--- src/rtl/awd_pkg.sv ---
package awd_pkg;
   // Register selector inside one window's slot of the configuration map.
   typedef enum logic [1:0] {
      SEL_BASE  = 2'd0,
      SEL_TOP   = 2'd1,
      SEL_REMAP = 2'd2,
      SEL_RSVD  = 2'd3
   } awd_sel_e;

   localparam int unsigned SEL_W = 2;
endpackage

--- src/rtl/awd_regfile.sv ---
module awd_regfile
   import awd_pkg::*;
#(
   parameter int unsigned NUM_WIN    = 5,
   parameter int unsigned REG_W      = 32,
   parameter int unsigned HI_W       = 16,
   parameter int unsigned IDX_W      = 3,
   parameter int unsigned CFG_AW     = 5,
   parameter int unsigned NOSWAP_BIT = 24,
   parameter logic [REG_W-1:0] CLOSED_BASE = 'h0FFF
) (
   input  logic              clk,
   input  logic              rst_n,
   input  logic              wr_en,
   input  logic [CFG_AW-1:0] cfg_addr,
   input  logic [REG_W-1:0]  wr_data,
   output logic [REG_W-1:0]  rd_data,
   output logic [HI_W-1:0]   base_f  [NUM_WIN],
   output logic [HI_W-1:0]   top_f   [NUM_WIN],
   output logic [HI_W-1:0]   remap_f [NUM_WIN],
   output logic [NUM_WIN-1:0] noswap
);
   logic [IDX_W-1:0] win;
   awd_sel_e         sel;
   logic [REG_W-1:0] base_q  [NUM_WIN];
   logic [REG_W-1:0] top_q   [NUM_WIN];
   logic [REG_W-1:0] remap_q [NUM_WIN];

   assign win = cfg_addr[CFG_AW-1:SEL_W];
   assign sel = awd_sel_e'(cfg_addr[SEL_W-1:0]);

   for (genvar w = 0; w < NUM_WIN; w++) begin : g_win
      always_ff @(posedge clk or negedge rst_n) begin
         if (!rst_n) begin
            base_q[w]  <= CLOSED_BASE;
            top_q[w]   <= '0;
            remap_q[w] <= '0;
         end else if (wr_en && win == IDX_W'(w)) begin
            case (sel)
               SEL_BASE:  base_q[w]  <= wr_data;
               SEL_TOP:   top_q[w]   <= wr_data;
               SEL_REMAP: remap_q[w] <= wr_data;
               default:   ;
            endcase
         end
      end
      assign base_f[w]  = base_q[w][HI_W-1:0];
      assign top_f[w]   = top_q[w][HI_W-1:0];
      assign remap_f[w] = remap_q[w][HI_W-1:0];
      assign noswap[w]  = base_q[w][NOSWAP_BIT];
   end

   always_comb begin
      rd_data = '0;
      for (int w = 0; w < NUM_WIN; w++) begin
         if (win == IDX_W'(w)) begin
            case (sel)
               SEL_BASE:  rd_data = base_q[w];
               SEL_TOP:   rd_data = top_q[w];
               SEL_REMAP: rd_data = remap_q[w];
               default:   rd_data = '0;
            endcase
         end
      end
   end
endmodule

--- src/rtl/awd_match.sv ---
module awd_match #(
   parameter int unsigned HI_W = 16
) (
   input  logic [HI_W-1:0] base_i,
   input  logic [HI_W-1:0] top_i,
   input  logic [HI_W-1:0] remap_i,
   input  logic            noswap_i,
   input  logic [HI_W-1:0] req_hi_i,
   output logic            hit_o,
   output logic [HI_W-1:0] xlat_hi_o,
   output logic            swap_o
);
   logic enabled;

   assign enabled   = top_i > base_i;
   assign hit_o     = enabled && (req_hi_i >= base_i) && (req_hi_i <= top_i);
   assign xlat_hi_o = remap_i + (req_hi_i - base_i);
   assign swap_o    = ~noswap_i;
endmodule

--- src/rtl/awd_select.sv ---
module awd_select #(
   parameter int unsigned NUM_WIN      = 5,
   parameter int unsigned HI_W         = 16,
   parameter int unsigned GRAN_W       = 16,
   parameter int unsigned IDX_W        = 3,
   parameter bit          REGISTER_OUT = 1'b1
) (
   input  logic                   clk,
   input  logic                   rst_n,
   input  logic [NUM_WIN-1:0]     hit_vec,
   input  logic [HI_W-1:0]        xlat_hi [NUM_WIN],
   input  logic [NUM_WIN-1:0]     swap_vec,
   input  logic [GRAN_W-1:0]      req_lo,
   output logic                   hit_o,
   output logic [IDX_W-1:0]       idx_o,
   output logic [HI_W+GRAN_W-1:0] addr_o,
   output logic                   swap_o
);
   logic                   hit_d;
   logic [IDX_W-1:0]       idx_d;
   logic [HI_W+GRAN_W-1:0] addr_d;
   logic                   swap_d;

   // Scan from the top so the lowest hitting index is assigned last.
   always_comb begin
      hit_d  = 1'b0;
      idx_d  = '0;
      addr_d = '0;
      swap_d = 1'b0;
      for (int w = NUM_WIN - 1; w >= 0; w--) begin
         if (hit_vec[w]) begin
            hit_d  = 1'b1;
            idx_d  = IDX_W'(w);
            addr_d = {xlat_hi[w], req_lo};
            swap_d = swap_vec[w];
         end
      end
   end

   if (REGISTER_OUT) begin : g_reg
      always_ff @(posedge clk or negedge rst_n) begin
         if (!rst_n) begin
            hit_o  <= 1'b0;
            idx_o  <= '0;
            addr_o <= '0;
            swap_o <= 1'b0;
         end else begin
            hit_o  <= hit_d;
            idx_o  <= idx_d;
            addr_o <= addr_d;
            swap_o <= swap_d;
         end
      end
   end else begin : g_comb
      assign hit_o  = hit_d;
      assign idx_o  = idx_d;
      assign addr_o = addr_d;
      assign swap_o = swap_d;
   end
endmodule

--- src/rtl/addr_window_decoder.sv ---
module addr_window_decoder
   import awd_pkg::*;
#(
   parameter int unsigned NUM_WIN      = 5,
   parameter int unsigned ADDR_W       = 32,
   parameter int unsigned GRAN_W       = 16,
   parameter int unsigned REG_W        = 32,
   parameter int unsigned NOSWAP_BIT   = 24,
   parameter bit          REGISTER_OUT = 1'b1,
   parameter logic [REG_W-1:0] CLOSED_BASE = 'h0FFF,
   localparam int unsigned HI_W   = ADDR_W - GRAN_W,
   localparam int unsigned IDX_W  = (NUM_WIN > 1) ? $clog2(NUM_WIN) : 1,
   localparam int unsigned CFG_AW = IDX_W + SEL_W
) (
   input  logic              clk,
   input  logic              rst_n,
   input  logic              cfg_wr_en,
   input  logic [CFG_AW-1:0] cfg_addr,
   input  logic [REG_W-1:0]  cfg_wr_data,
   output logic [REG_W-1:0]  cfg_rd_data,
   input  logic [ADDR_W-1:0] req_addr,
   output logic              hit,
   output logic [IDX_W-1:0]  win_idx,
   output logic [ADDR_W-1:0] xlat_addr,
   output logic              swap_en
);
   if (NUM_WIN < 1) begin : g_bad_num
      $error("NUM_WIN must be at least 1");
   end
   if (GRAN_W < 1 || GRAN_W >= ADDR_W) begin : g_bad_gran
      $error("GRAN_W must lie between 1 and ADDR_W-1");
   end
   if (REG_W < HI_W) begin : g_bad_regw
      $error("REG_W must hold a full window field");
   end
   if (NOSWAP_BIT >= REG_W || NOSWAP_BIT < HI_W) begin : g_bad_swap
      $error("NOSWAP_BIT must sit above the address field inside REG_W");
   end

   logic [HI_W-1:0]    base_f  [NUM_WIN];
   logic [HI_W-1:0]    top_f   [NUM_WIN];
   logic [HI_W-1:0]    remap_f [NUM_WIN];
   logic [HI_W-1:0]    xlat_hi [NUM_WIN];
   logic [NUM_WIN-1:0] noswap;
   logic [NUM_WIN-1:0] hit_vec;
   logic [NUM_WIN-1:0] swap_vec;

   awd_regfile #(
      .NUM_WIN(NUM_WIN), .REG_W(REG_W), .HI_W(HI_W), .IDX_W(IDX_W),
      .CFG_AW(CFG_AW), .NOSWAP_BIT(NOSWAP_BIT), .CLOSED_BASE(CLOSED_BASE)
   ) regs_i (
      .clk(clk), .rst_n(rst_n), .wr_en(cfg_wr_en), .cfg_addr(cfg_addr),
      .wr_data(cfg_wr_data), .rd_data(cfg_rd_data),
      .base_f(base_f), .top_f(top_f), .remap_f(remap_f), .noswap(noswap)
   );

   for (genvar w = 0; w < NUM_WIN; w++) begin : g_match
      awd_match #(.HI_W(HI_W)) match_i (
         .base_i(base_f[w]), .top_i(top_f[w]), .remap_i(remap_f[w]),
         .noswap_i(noswap[w]), .req_hi_i(req_addr[ADDR_W-1:GRAN_W]),
         .hit_o(hit_vec[w]), .xlat_hi_o(xlat_hi[w]), .swap_o(swap_vec[w])
      );
   end

   awd_select #(
      .NUM_WIN(NUM_WIN), .HI_W(HI_W), .GRAN_W(GRAN_W), .IDX_W(IDX_W),
      .REGISTER_OUT(REGISTER_OUT)
   ) sel_i (
      .clk(clk), .rst_n(rst_n), .hit_vec(hit_vec), .xlat_hi(xlat_hi),
      .swap_vec(swap_vec), .req_lo(req_addr[GRAN_W-1:0]),
      .hit_o(hit), .idx_o(win_idx), .addr_o(xlat_addr), .swap_o(swap_en)
   );
endmodule

--- config.mk ---
export PLATFORM = sky130hd
export DESIGN_NAME = addr_window_decoder
export DESIGN_NICKNAME = d
export VERILOG_FILES = /design/src/rtl/awd_pkg.sv /design/src/rtl/awd_regfile.sv /design/src/rtl/awd_match.sv /design/src/rtl/awd_select.sv /design/src/rtl/addr_window_decoder.sv
export SDC_FILE = /design/constraint.sdc
export NUM_CORES = 2
export LEC_CHECK = 0
export BUFFER_PORTS_ARGS = -buffer_cell sky130_fd_sc_hd__buf_2
export CAP_MARGIN = 10
export CELL_PAD_IN_SITES_DETAIL_PLACEMENT = 1
export CELL_PAD_IN_SITES_GLOBAL_PLACEMENT = 1
export CORE_MARGIN = 1.5
export CORE_UTILIZATION = 35
export DETAILED_ROUTE_END_ITERATION = 8
export PLACE_DENSITY = 0.62
export SLEW_MARGIN = 5
export SYNTH_ARGS = -nofsm -noshare
export SYNTH_HDL_FRONTEND = slang
export SYNTH_SLANG_ARGS = --single-unit
--- constraint.sdc ---
create_clock -name clk -period 3.72 [get_ports clk]
set_input_delay 0.372 -clock clk [delete_from_list [all_inputs] [get_ports clk]]
set_output_delay 0.372 -clock clk [all_outputs]
set_load 0.03 [all_outputs]
==> metrics.log <==
INFO  metric grt_setup_unrepaired = no
INFO  metric worstSetupPathType = reg2reg
INFO  metric synth.yosys.warnings = 0
INFO  metric timing.setup.tns = 0 ns
INFO  metric ys_seq_area_share = 37.2%
INFO  metric tritoncts = done
INFO  metric regToRegStartpoint = regs_i.base_f[5]
INFO  metric cts-buffers-inserted = a little over 60
INFO  metric multi_input_area = approximately 20000 µm²
INFO  metric path_clk_slew = 0.06 ns
INFO  metric worstPathArrival = slightly above 4 ns
INFO  metric r2r.worst_path.cells = 14
INFO  metric comb_power_share = 46.4%
INFO  metric drive_above_1_share = between 20% and 30%
INFO  metric skew = 0.0301 ns
INFO  metric worst_slew_margin_relative_to_its_limit = 21.2%
INFO  metric synth_cell_type_count = 81
INFO  metric die_height = 319 µm
INFO  metric switching_share = 40.3%
INFO  metric cts_root_buf = clkbuf_16
INFO  metric die_x = between 300 and 400 µm
INFO  metric buffer_ports.inserted = 140
INFO  metric dp_cells = 5004
INFO  metric cp_data_required_time = 4.23 ns
INFO  metric critical_path.n_buffers_inverters = 4
INFO  metric area_of_all_placed_cells_without_fillers = roughly 41000 µm²
INFO  metric clock_tree_buf_depth = 3
INFO  metric synth.ff_latch_count = 517
INFO  metric initial_antenna_violation_count = 11
INFO  metric postLayoutCoreUtil = between 40% and 50%
INFO  metric vias_per_cell = between 5 and 6
INFO  metric ant_nets = 0
INFO  metric ios = 141
INFO  metric nFillCells = 11.1k
INFO  metric max_cap_violations = 0
INFO  metric dp_slack = -0.0945 ns
INFO  metric routed-wl-met2 = roughly 65000 µm
INFO  metric timing.final.setup_violations = 0
INFO  metric dieArea = approximately 100000 µm²
INFO  metric timing.critical_path.cells = inv_1 -> ha_1 -> a21o_1 -> a21o_1 -> a2111oi_0 -> o21ai_0 -> buf_4 -> a41o_1 -> o211ai_2 -> buf_12 -> nor2_1 -> buf_4 -> a221oi_1 -> o21ai_0
INFO  metric finalWeightedCongestion = 0.957
INFO  metric netlist_instances = ~3.6k
INFO  metric overflow = 0
INFO  metric first_global_vias = 30.2k
INFO  metric wl = 138000 µm
INFO  metric cts-htree-levels = 2
INFO  metric delay_of_the_slowest_cell_on_the_worst_path = 0.53 ns
INFO  metric final-hold-violation-count = 0
INFO  metric async_flop_share = 100%
INFO  metric worst_hold_startpoint = cfg_wr_data[15]
INFO  metric slew_violations = 0
INFO  metric sequential_cell_area = 13000 µm²
INFO  metric sw_power = 11.0 mW
INFO  metric dp_wirelength = 104000 µm
INFO  metric hold_slack = 0.138 ns
INFO  metric grt_util_all_layers = 27.0%
INFO  metric clk-insertion-delay-late = 0.67 ns
INFO  metric outcome = completed
INFO  metric reg2reg_setup_slack = 0.11 ns
INFO  metric timing.final.crit_period = 3.61 ns
INFO  metric start_util = 35.5%
INFO  metric critical_path.startpoint_type = flip-flop
INFO  metric synth-edff-count = 0
INFO  metric dominantRegCellSynth = dfrtp_1
INFO  metric rows = 115
INFO  metric final_nets = 4264
INFO  metric worst_pin_slew = 1.18 ns
INFO  metric layoutNonFillerInstCount = 5136
INFO  metric clock.fmax = 277 MHz
INFO  metric seq_power_share = 29.3%
INFO  metric syn-mean-instance-area = roughly 10 µm²
INFO  metric final.period_utilization = 97.0%
INFO  metric detailroute.wirelength.met3 = 6610 µm
INFO  metric drt-pass1-iter-count = 5
INFO  metric vias = 28.9k
INFO  metric tritoncts_num_sinks = 517
INFO  metric remaining_drc_errors = 0
INFO  metric hold_path_sink = regs_i.top_f[15]
INFO  metric clkPwrFrac = approximately a quarter
INFO  metric cell_internal_pwr = 16.2 mW
INFO  metric r2r-end = sel_i.addr_o[29]
INFO  metric worstSetupEndpointType = flip-flop
INFO  metric synthesis.nets = 4019
INFO  metric post_place_cell_area = 38600 µm²
INFO  metric detailedRoute.firstIterationViolations = between 1.5k and 2k
INFO  metric grt_first_pass_wirelength = 205000 µm
INFO  metric hold_path_depth = 3
INFO  metric core_area = about 99000 µm²
INFO  metric holdCritPathClass = in2reg
INFO  metric finalPower = 27.2 mW
INFO  metric top_layer_used = met5
INFO  metric grt_start_max_net_pins = 91
INFO  metric total_power_density_per_cell_area = ~660 nW/µm²
INFO  metric p_leak = 19.4 nW
INFO  metric wl_met1 = 61000 µm
INFO  metric area.growth.synth_to_final = 17.2%
INFO  metric vdd_ir_drop_max = roughly 0.42 mV
INFO  metric routed_wire_length_per_instance = 26.9 µm
INFO  metric netlist_area_before_placement = 35000 µm²
INFO  metric timing.critical_path.slowest_stage_cell = dfstp_2
INFO  metric cell_family_with_most_cp_delay = compound AO/OA/AOI/OAI gates
INFO  metric crit_fanout = 9
INFO  metric layout_setup_ws = about 0.11 ns
synthesized netlist by cell type (all sizes together) (59+ instances only):
cell type	count	area, µm²
o21ai	268	1340
ha	320	4000
mux2	387	4360
fa	75	1500
mux2i	129	1290
o22ai	87	544
a21o	63	473
nand2	201	757
nor2	158	598
buf	59	245
dfrtp	457	11400
dfstp	60	1580
a21oi	241	1210
clkbuf	130	488
inv	415	1560
cell type report:
class                      count  area share (%)
inverter                     416            3.80
sequential                   517            31.7
clock buffer                  90            4.45
antenna                        5          0.0305
timing repair buffer         371            6.80
multi-input combinational   2430            48.3
clock inverter                20           0.948
tap                         1287            3.92
state kept, by name, indices dropped and copies added, names as in the netlist:
signal	flops
regs_i.base_f	80
regs_i.base_q	75
regs_i.noswap	5
regs_i.remap_f	80
regs_i.remap_q	80
regs_i.top_f	80
regs_i.top_q	80
sel_i.addr_o	32
sel_i.hit_o	1
sel_i.idx_o	3
sel_i.swap_o	1
layout by cell type (no fill, tap or decap), types with 45 or more instances in the layout:
cell	count
dfrtp_1	456
a21o_1	63
a21oi_1	239
buf_2	137
o22ai_1	87
mux2_2	387
clkbuf_16	62
inv_1	413
nand4_1	45
nand2_1	193
dfstp_2	60
xnor2_1	45
buf_4	191
mux2i_1	129
nor2_1	150
o21ai_0	266
ha_1	319
fa_1	75
worst register-to-register path, stage by stage, from the launching register on:
cell and delay (ns):
dfstp_2 0.53, inv_1 0.10, ha_1 0.34, a21o_1 0.22
a21o_1 0.20, a2111oi_0 0.36, o21ai_0 0.16, buf_4 0.18
a41o_1 0.25, o211ai_2 0.11, buf_12 0.19, nor2_1 0.08
buf_4 0.17, a221oi_1 0.41, o21ai_0 0.15
power by group through the flow:
stage | combinational [mW] | sequential (mW) | clock [mW]
global route | 13.8 | 8.12 | 6.95
finish | 12.6 | 7.98 | 6.62
CTS | 12.5 | 7.96 | 6.75
detailed placement | 12.4 | 8.05 | 0
floorplan | 7.50 | 8.01 | 0
global placement | 12.2 | 8.00 | 0
metal layers:
layer  global-route usage [%]  up-vias
met2                     45.1      763
met1                     36.0    14900
met4                     9.95        6
met3                     3.11      212
met5                        0        -
li1                         -    13000
logic make-up (layout without fill, tap and decap cells):
group	count (synthesis)	in the layout	synth area share, %
XOR/XNOR	61	61	1.53
adder cells (fa/ha/maj)	395	395	15.7
other	0	5	0
AND/OR/NAND/NOR	600	600	8.14
multiplexers	516	516	16.1
AO/OA/AOI/OAI	858	858	14.8
flip-flops	517	517	37.2
buffers and inverters	605	897	6.55
worst max-delay path by stage:
| stage | from | endpoint | slack (ns) | depth (start not counted) |
|---|---|---|---|---|
| 5_1_grt | regs_i.base_f[1] | sel_i.addr_o[31] | 0.001 | 13 |
| 4_1_cts | regs_i.remap_f[0] | sel_i.addr_o[30] | 0.05 | 15 |
| 3_3_place_gp | req_addr[18] | sel_i.addr_o[29] | -0.05 | 15 |
| 3_5_place_dp | req_addr[17] | sel_i.addr_o[31] | -0.09 | 14 |
| 6_report | regs_i.base_f[5] | sel_i.addr_o[29] | 0.11 | 14 |
| 2_1_floorplan | req_addr[18] | sel_i.addr_o[30] | 0.53 | 13 |
timing repair:
action	in CTS	in global routing
hold endpoints to repair	82	0
hold buffers	17	0
gates resized for setup	0	16
endpoints found under the setup margin	0	30
setup buffers	0	0
Note: power is estimated with default switching activity, not from simulation.
